## src/rtl/lane_align_pkg.sv

```systemverilog
// Shared types for the lane word aligner.
package lane_align_pkg;
    // Calibration phase of the aligner.
    typedef enum logic [1:0] {
        CAL_SEARCH = 2'd0,
        CAL_LOCKED = 2'd1,
        CAL_FAILED = 2'd2
    } cal_state_e;
endpackage

```

## src/rtl/lane_edge_find.sv

```systemverilog
// Finds the earliest rising edge inside one word.
// Assumes bit 0 is the earliest sample; prev_bit is the last sample
// of the previous word. The lowest rising position wins.
module lane_edge_find #(
    parameter int W     = 64,
    parameter int POS_W = $clog2(W)
) (
    input  logic [W-1:0]     word,
    input  logic             prev_bit,
    output logic             hit,
    output logic [POS_W-1:0] pos
);
    logic [W-1:0] rise;

    // Marks each sample at 1 whose predecessor is 0.
    always_comb begin
        rise = word & ~{word[W-2:0], prev_bit};
    end

    // Priority pick of the earliest rising sample.
    always_comb begin
        hit = |rise;
        pos = '0;
        for (int i = W - 1; i >= 0; i--) begin
            if (rise[i]) pos = POS_W'(i);
        end
    end
endmodule

```

## src/rtl/fast_delay_line.sv

```systemverilog
// Variable delay of 0 to DEPTH*W-1 samples on a word stream.
// Keeps DEPTH past words, joins them with the current word and picks
// a W-bit window; the result is registered (one extra cycle).
module fast_delay_line #(
    parameter int W     = 64,
    parameter int DEPTH = 4,
    parameter int SH_W  = $clog2(DEPTH * W)
) (
    input  logic            clk,
    input  logic            rst_n,
    input  logic [W-1:0]    din,
    input  logic [SH_W-1:0] shift,
    output logic [W-1:0]    dout
);
    localparam int BIG_W  = (DEPTH + 1) * W;
    localparam int BASE_W = $clog2(BIG_W);

    logic [W-1:0]      hist [DEPTH];
    logic [BIG_W-1:0]  big;
    logic [BASE_W-1:0] base;

    // Word history: hist[0] is one word old, hist[DEPTH-1] the oldest.
    always_ff @(posedge clk) begin
        if (!rst_n) begin
            for (int k = 0; k < DEPTH; k++) hist[k] <= '0;
        end else begin
            hist[0] <= din;
            for (int k = 1; k < DEPTH; k++) hist[k] <= hist[k-1];
        end
    end

    // Joined sample window, oldest word in the low bits.
    generate
        for (genvar k = 0; k < DEPTH; k++) begin : g_join
            assign big[(DEPTH-1-k)*W +: W] = hist[k];
        end
    endgenerate
    assign big[DEPTH*W +: W] = din;

    // Window start moves toward older samples as the shift grows.
    always_comb begin
        base = BASE_W'(DEPTH * W) - BASE_W'(shift);
    end

    // Registered window output.
    always_ff @(posedge clk) begin
        if (!rst_n) dout <= '0;
        else        dout <= big[base +: W];
    end
endmodule

```

## src/rtl/slow_delay_line.sv

```systemverilog
// Fixed delay of STAGES words plus one output register.
module slow_delay_line #(
    parameter int W      = 8,
    parameter int STAGES = 2
) (
    input  logic         clk,
    input  logic         rst_n,
    input  logic [W-1:0] din,
    output logic [W-1:0] dout
);
    logic [W-1:0] pipe [STAGES];

    // Shift register of whole words, then the output register.
    always_ff @(posedge clk) begin
        if (!rst_n) begin
            for (int k = 0; k < STAGES; k++) pipe[k] <= '0;
            dout <= '0;
        end else begin
            pipe[0] <= din;
            for (int k = 1; k < STAGES; k++) pipe[k] <= pipe[k-1];
            dout <= pipe[STAGES-1];
        end
    end
endmodule

```

## src/rtl/lane_word_aligner.sv

```systemverilog
// One-shot calibrator that aligns a fast and a slow sampled lane.
// Assumes both lanes deliver one word per clock in this domain, bit 0
// earliest, and RATIO fast samples per slow sample. After reset it
// searches for the first rising edge on each lane and measures the
// offset = fast index - RATIO * slow index. It then sets the fast delay
// to CENTRE - offset, while the slow lane keeps a fixed CENTRE delay.
module lane_word_aligner #(
    parameter int FAST_W        = 64,
    parameter int RATIO         = 8,
    parameter int DLY_WORDS     = 4,
    parameter int TIMEOUT_WORDS = 32
) (
    input  logic                      clk,
    input  logic                      rst_n,
    input  logic [FAST_W-1:0]         fast_word,
    input  logic [FAST_W/RATIO-1:0]   slow_word,
    output logic [FAST_W-1:0]         aligned_fast,
    output logic [FAST_W/RATIO-1:0]   aligned_slow,
    output logic                      mux_cal_sel,
    output logic                      cal_done,
    output logic                      cal_error,
    output logic signed [$clog2(TIMEOUT_WORDS+1)+$clog2(FAST_W):0] offset
);
    import lane_align_pkg::*;

    localparam int SLOW_W  = FAST_W / RATIO;
    localparam int FP_W    = $clog2(FAST_W);
    localparam int SP_W    = $clog2(SLOW_W);
    localparam int CNT_W   = $clog2(TIMEOUT_WORDS + 1);
    localparam int FIDX_W  = CNT_W + FP_W;
    localparam int SIDX_W  = CNT_W + SP_W;
    localparam int OFS_W   = FIDX_W + 1;
    localparam int SH_W    = $clog2(DLY_WORDS * FAST_W);
    localparam int CENTRE  = (DLY_WORDS / 2) * FAST_W;
    localparam int MAX_SH  = DLY_WORDS * FAST_W - 1;
    localparam int OFS_MIN = CENTRE - MAX_SH;
    localparam int OFS_MAX = CENTRE;

    cal_state_e               state;
    logic [CNT_W-1:0]         wcnt;
    logic                     f_found, s_found;
    logic [FIDX_W-1:0]        f_idx;
    logic [SIDX_W-1:0]        s_idx;
    logic                     prev_f, prev_s;
    logic                     f_hit, s_hit;
    logic [FP_W-1:0]          f_pos;
    logic [SP_W-1:0]          s_pos;
    logic signed [OFS_W-1:0]  ofs_q;
    logic signed [OFS_W-1:0]  meas;
    logic signed [OFS_W-1:0]  f_ext, s_ext;
    logic                     in_range;
    logic [SH_W-1:0]          shift_q, shift_calc;

    lane_edge_find #(.W(FAST_W), .POS_W(FP_W)) u_fast_edge (
        .word(fast_word), .prev_bit(prev_f), .hit(f_hit), .pos(f_pos)
    );

    lane_edge_find #(.W(SLOW_W), .POS_W(SP_W)) u_slow_edge (
        .word(slow_word), .prev_bit(prev_s), .hit(s_hit), .pos(s_pos)
    );

    // Offset arithmetic and range test on the captured edge indices.
    always_comb begin
        f_ext      = OFS_W'(f_idx);
        s_ext      = OFS_W'(s_idx) * OFS_W'(RATIO);
        meas       = f_ext - s_ext;
        in_range   = (int'(meas) >= OFS_MIN) && (int'(meas) <= OFS_MAX);
        shift_calc = SH_W'(CENTRE - int'(meas));
    end

    // Calibration sequence: search, then lock or fail until reset.
    always_ff @(posedge clk) begin
        if (!rst_n) begin
            state   <= CAL_SEARCH;
            wcnt    <= '0;
            f_found <= 1'b0;
            s_found <= 1'b0;
            f_idx   <= '0;
            s_idx   <= '0;
            prev_f  <= 1'b1;
            prev_s  <= 1'b1;
            ofs_q   <= '0;
            shift_q <= SH_W'(CENTRE);
        end else if (state == CAL_SEARCH) begin
            prev_f <= fast_word[FAST_W-1];
            prev_s <= slow_word[SLOW_W-1];
            if (wcnt != CNT_W'(TIMEOUT_WORDS)) wcnt <= wcnt + 1'b1;
            if (!f_found && f_hit) begin
                f_found <= 1'b1;
                f_idx   <= {wcnt, f_pos};
            end
            if (!s_found && s_hit) begin
                s_found <= 1'b1;
                s_idx   <= {wcnt, s_pos};
            end
            if (f_found && s_found) begin
                ofs_q <= meas;
                if (in_range) begin
                    shift_q <= shift_calc;
                    state   <= CAL_LOCKED;
                end else begin
                    state   <= CAL_FAILED;
                end
            end else if (wcnt == CNT_W'(TIMEOUT_WORDS)) begin
                state <= CAL_FAILED;
            end
        end
    end

    fast_delay_line #(.W(FAST_W), .DEPTH(DLY_WORDS), .SH_W(SH_W)) u_fast_dly (
        .clk(clk), .rst_n(rst_n), .din(fast_word), .shift(shift_q),
        .dout(aligned_fast)
    );

    slow_delay_line #(.W(SLOW_W), .STAGES(DLY_WORDS / 2)) u_slow_dly (
        .clk(clk), .rst_n(rst_n), .din(slow_word), .dout(aligned_slow)
    );

    // Status outputs decoded from the phase.
    always_comb begin
        cal_done    = (state == CAL_LOCKED);
        cal_error   = (state == CAL_FAILED);
        mux_cal_sel = (state != CAL_LOCKED);
        offset      = ofs_q;
    end
endmodule

```

## config.mk

```make
export PLATFORM = sky130hd
export DESIGN_NAME = lane_word_aligner
export DESIGN_NICKNAME = d
export VERILOG_FILES = /design/src/rtl/lane_align_pkg.sv /design/src/rtl/lane_edge_find.sv /design/src/rtl/fast_delay_line.sv /design/src/rtl/slow_delay_line.sv /design/src/rtl/lane_word_aligner.sv
export SDC_FILE = /design/constraint.sdc
export NUM_CORES = 2
export LEC_CHECK = 0
export ABC_AREA = 1
export BUFFER_PORTS_ARGS = -buffer_cell sky130_fd_sc_hd__buf_4
export CAP_MARGIN = 15
export CORE_UTILIZATION = 58
export CTS_CLUSTER_DIAMETER = 100
export DETAILED_ROUTE_END_ITERATION = 10
export PLACE_DENSITY = 0.79
export SLEW_MARGIN = 25
export SYNTH_ARGS = -nofsm -noshare
export SYNTH_HDL_FRONTEND = slang
export SYNTH_SLANG_ARGS = --single-unit
```

## constraint.sdc

```tcl
create_clock -name clk -period 2.9 [get_ports clk]
set_input_delay 0.145 -clock clk [delete_from_list [all_inputs] [get_ports clk]]
set_output_delay 0.145 -clock clk [all_outputs]
set_load 0.02 [all_outputs]
```

==> results.cfg, run 1 <==
[placed_design]
dp_slack_ns = -1.019
placedCellCount = 7328
dp_hpwl_um = 139900
portBuffers = 161
globalplace.congestion = 1.194

[synthesis]
synth-edff-count = 0
ys_seq_area_share_pct = 22.89
muxShareOfSynthArea_pct = 12.83
synth_compound_area_share_pct = 21.14
synth-simple-area-share_pct = 29.25
synth_cell_type_count = 49
synthAdderAreaFrac_pct = 0.5608
netlist_instances = 5825
synth_nets = 5914
ys_ff_latch = 398
synthXorXnorAreaFrac_pct = 0.4062
yosys_warnings = 0
syn-mean-instance-area_um2 = 5.975
async_flop_share_pct = 0
synth_area_mm2 = 0.03481
ys.flop_type = dfxtp_1
synth_top_family_by_area = simple AND/OR/NAND/NOR gates

[global_routing]
gr-usage-all-layers_pct = 86.13
grt-ovfl-total = 492
grt_start_max_net_pins = 121

[cts]
clk_path_buf_depth = 3
cts_buffers = 44
ctsHtreeMaxLevel = 2
root_buffer = clkbuf_16
clock_sinks = 398

[timing]
worstEpCategory = register input
crit_endpoint = u_fast_dly.dout[60]$_SDFF_PN0_/D

[status]
status = aborted with a tool error
stop_error = [ERROR GRT-0232] Routing congestion too high. Check the congestion heatmap in the GUI.
haltStage = global routing

[floorplan]
die_x_um = 247.0
die_h_um = 247.0
io_pins = 162
initial_core_util_pct = 58.86
rows = 89
==> stage by stage <==
step                area [um^2]  setup TNS [ns]  util [%]
floorplan                 34940               0         -
global placement          43140          -30.95     72.96
detailed placement        43140          -35.20     72.96
CTS                       48140          -16.37     81.41
==> Yosys cell counts, types with 7 or more instances <==
| cell | count | area, um^2 |
|---|---|---|
| nand4_1 | 10 | 62.56 |
| o311ai_1 | 24 | 210.2 |
| dfxtp_1 | 398 | 7968 |
| nand3_1 | 342 | 1712 |
| buf_6 | 24 | 270.3 |
| o22ai_1 | 28 | 175.2 |
| o21ai_1 | 40 | 200.2 |
| clkbuf_1 | 172 | 645.6 |
| nor2_1 | 223 | 837.1 |
| buf_4 | 41 | 307.8 |
| o21ai_0 | 863 | 4319 |
| mux2i_1 | 446 | 4464 |
| o211ai_1 | 36 | 270.3 |
| o311ai_0 | 16 | 140.1 |
| o221ai_1 | 40 | 350.3 |
| buf_1 | 31 | 116.4 |
| or2_2 | 32 | 200.2 |
| a21oi_1 | 240 | 1201 |
| a31oi_1 | 39 | 244.0 |
| xnor2_1 | 7 | 61.31 |
| inv_2 | 10 | 37.54 |
| nand2_1 | 1898 | 7124 |
| a221oi_1 | 8 | 70.07 |
| buf_2 | 174 | 870.8 |
| nor3_1 | 23 | 115.1 |
| ha_1 | 14 | 175.2 |
| inv_1 | 598 | 2245 |
==> per-layer routing <==
metal | global-route usage (%) | GRT overflow
met5 | 63.48 | 13
met4 | 81.34 | 180
met3 | 76.87 | 65
met2 | 96.54 | 185
met1 | 87.00 | 49
==> cell families after synthesis <==
group / Yosys count
and+or+nand+nor: 2546
DFF: 398
muxes: 446
xor gates and xnor gates: 14
buffers and inverters: 1051
adders and majority gates: 15
AOI/OAI and AO/OA: 1355
==> timing repair <==
item	in CTS
hold buffers	81
resized for setup	725
setup buffers	41
endpoints found under the hold margin	101
gates cloned	14
endpoints found under the setup margin	74
pin swaps	47
==> run 2: changes to the inputs <==
--- a/config.mk
+++ b/config.mk
@@ -8,10 +8,9 @@
 export ABC_AREA = 1
 export BUFFER_PORTS_ARGS = -buffer_cell sky130_fd_sc_hd__buf_4
 export CAP_MARGIN = 15
-export CORE_UTILIZATION = 58
-export CTS_CLUSTER_DIAMETER = 100
+export CORE_UTILIZATION = 40
 export DETAILED_ROUTE_END_ITERATION = 10
-export PLACE_DENSITY = 0.79
+export PLACE_DENSITY_LB_ADDON = 0.15
 export SLEW_MARGIN = 25
 export SYNTH_ARGS = -nofsm -noshare
 export SYNTH_HDL_FRONTEND = slang
==> constraint.sdc (replaced) <==
create_clock -name clk -period 3.8 [get_ports clk]
set_input_delay 0.19 -clock clk [delete_from_list [all_inputs] [get_ports clk]]
set_output_delay 0.19 -clock clk [all_outputs]
set_load 0.02 [all_outputs]
==> results.cfg, run 2 <==
[timing]
final-max-slew-violation-count = 0
rsz0062_at_grt = true
setup_slack_ns = -0.05761
fmax_mhz = 259.2
fin_skew_ns = 0.02831
hold_ws_ns = 0.2874
setup_violations = 1
worst_pin_slew_ns = 0.9857
period_share_pct = 101.5
hold_violations = 0
period_needed_ns = 3.858
timing.slew.headroom_pct = 33.59

[floorplan]
initial_core_util_pct = 40.62
io_pins = 162
die_x_um = 297.0
die_h_um = 297.0
rows = 107
dieArea_mm2 = 0.08820
coreArea_mm2 = 0.08568

[global_routing]
grt_pass1_wl_um = 264300
grt_pass1_vias = 38211
antenna_found_initial = 7
grt-ovfl-total = 0
grt_start_max_net_pins = 156
gr-usage-all-layers_pct = 40.53

[placed_design]
globalplace.congestion = 1.077
portBuffers = 161
dp_hpwl_um = 151400
placed_cell_area_mm2 = 0.03965

[layout]
top_register = u_fast_dly.hist
drive_above_1_share_pct = 13.41
multi_input_area_mm2 = 0.02254
largest_reg_flops = 256
ff_latch_area_mm2 = 0.007971
nets = 6280
final_common_cell = nand2_1
reg_top3 = u_fast_dly.hist x256, u_fast_dly.dout x64, u_slow_dly.pipe x16
stdcell_area_mm2 = 0.04246
utilization_pct = 49.55
layout_common_cells = nand2_1, o21ai_0, buf_4, inv_1, mux2i_1
fill_cells = 9280
area_growth_pct = 21.99

[synthesis]
yosys_warnings = 0
ys.flop_type = dfxtp_1
synth-edff-count = 0
ys_ff_latch = 398
ys_seq_area_share_pct = 22.89
synth_area_leader_cell = dfxtp_1
netlist.area_leader.share_pct = 22.89
synth_most_common_cell = nand2_1
synth_commonest_cells = nand2_1, o21ai_0, inv_1
synth_nets = 5914
synthTopCellsByArea = dfxtp_1, nand2_1, mux2i_1, o21ai_0, inv_1
synth_area_mm2 = 0.03481
async_flop_share_pct = 0
syn-mean-instance-area_um2 = 5.975
netlist_instances = 5825
synth_cell_type_count = 49

[critical_path]
end_kind = flop
crit_chain = inv_8 > ha_4 > xnor2_4 > buf_6 > buf_12 > buf_4 > mux2i_1 > o21ai_0 > o21ai_1 > buf_4 > o21ai_0 > o21ai_0 > buf_4 > o311ai_1 > a21oi_1
r2r_cells = 15
path_class = flop to flop
r2r-end = u_fast_dly.dout[0]$_SDFF_PN0_
r2r_start = shift_q[0]$_SDFFE_PN0P_
crit_path_start_kind = flop
arrival_ns = 4.37
ff2ff_setup_slack_ns = -0.06
cpPeakStageDelay_ns = 0.43
slowest_stage = dfxtp_4
worstPathMaxFanout = 17
required_ns = 4.31

[power]
irDropWorstVdd_mv = 0.4076
comb_power_share_pct = 58.7
p_leak_nw = 21.26
switching_share_pct = 48.76
internal-power_w = 0.01242
cellPowerDensity_mw_per_mm2 = 570.7
pwr-share-clk_pct = 20.3
power_frac_seq_pct = 21.0
p_sw_w = 0.01182

[flow_run]
maxCapViolations = 0

[min_path]
hp-start = fast_word[3]
hp-class = input port to flop
min_to = u_fast_dly.hist[0][3]$_SDFF_PN0_
hold-path-cell-count = 4

[cts]
clock_sinks = 398
root_buffer = clkbuf_16
cts_tree = yes
clk_pin_slew_ns = 0.06
clock_latency_ns = 0.67
clk_path_buf_depth = 3
ctsHtreeMaxLevel = 2
cts_buffers = 48

[detailed_routing]
wl_um = 186400
drtIter0Drc = 5870
via_count = 42365
dr.pass1.iters = 7
via_per_inst = 5.745
ant_nets = 0
drc = 0
wire_per_inst_um = 25.28

[status]
violations = setup timing
status = finished with violations
-- run 2: cell counts after synthesis --
Identical to the previous run, type by type.
-- run 2: worst max-delay path by stage --
stage	startpoint	end	slack (ns)	cells after the start
after floorplan	shift_q[0]$_SDFFE_PN0P_	u_fast_dly.dout[42]$_SDFF_PN0_	0.66	19
after global placement	shift_q[0]$_SDFFE_PN0P_	u_fast_dly.dout[25]$_SDFF_PN0_	-0.37	13
after detailed placement	shift_q[0]$_SDFFE_PN0P_	u_fast_dly.dout[25]$_SDFF_PN0_	-0.39	13
after CTS	shift_q[0]$_SDFFE_PN0P_	u_fast_dly.dout[25]$_SDFF_PN0_	-0.00002	15
after global routing	shift_q[0]$_SDFFE_PN0P_	u_fast_dly.dout[0]$_SDFF_PN0_	-0.05	16
final	shift_q[0]$_SDFFE_PN0P_	u_fast_dly.dout[0]$_SDFF_PN0_	-0.06	15
-- run 2: per-layer routing --
metal	GRT usage [%]	wire length (um)
met1	59.08	82660
met2	56.04	72670
met3	11.04	23350
met4	14.57	7701
met5	0	42
-- run 2: layout make-up --
class | instances | share of cell area (%)
Tap cell | 1144 | 3.371
Timing Repair Buffer | 758 | 15.38
Multi-Input combinational cell | 4376 | 53.08
Clock buffer | 61 | 3.109
Clock inverter | 27 | 0.8133
Sequential cell | 398 | 18.77
Antenna cell | 1 | 0.005894
Inverter | 609 | 5.469
-- run 2: logic make-up after synthesis --
| logic type | count (synthesis) | share of synthesized area (%) |
|---|---|---|
| and+or+nand+nor | 2546 | 29.25 |
| AOI/OAI and AO/OA | 1355 | 21.14 |
| buffers and inverters | 1051 | 12.92 |
| muxes | 446 | 12.83 |
| DFF | 398 | 22.89 |
| adders and majority gates | 15 | 0.5608 |
| xor gates and xnor gates | 14 | 0.4062 |
-- run 2: power by group through the flow --
stage	Clock, W	Combinational (W)	Sequential [W]
6_report	0.00491	0.0142	0.00510
3_3_place_gp	0	0.0134	0.00519
4_1_cts	0.00497	0.0135	0.00509
2_1_floorplan	0	0.00647	0.00530
3_5_place_dp	0	0.0134	0.00518
5_1_grt	0.00512	0.0148	0.00512
-- run 2: per-stage QoR --
step	cells	setup TNS, ns	power, W	worst slack (ns)
final	7374	-0.05761	0.02423	-0.05761
after global routing	7373	-0.1141	0.02503	-0.05221
after CTS	7370	-0.00001910	0.02357	-0.00001910
after detailed placement	7189	-0.7861	0.01857	-0.3913
after global placement	7189	-0.6501	0.01860	-0.3717
after floorplan	5825	0	0.01177	0.6581
-- run 2: critical path: cells and delay by family (launching register included) --
family	cells	cell delay [ns]
AOI/OAI and AO/OA	6	1.40
buffers and inverters	6	1.01
xor gates and xnor gates	1	0.26
DFF	1	0.43
adders and majority gates	1	0.18
muxes	1	0.42
-- run 2: timing repair --
action,in CTS,in global routing
setup endpoints to repair,6,29
endpoints found under the hold margin,117,0
hold buffers,93,0
pin swaps,1,3
cloned,0,1
setup buffers,0,2
resized for setup,9,65
(Power assumes the default switching activity.)
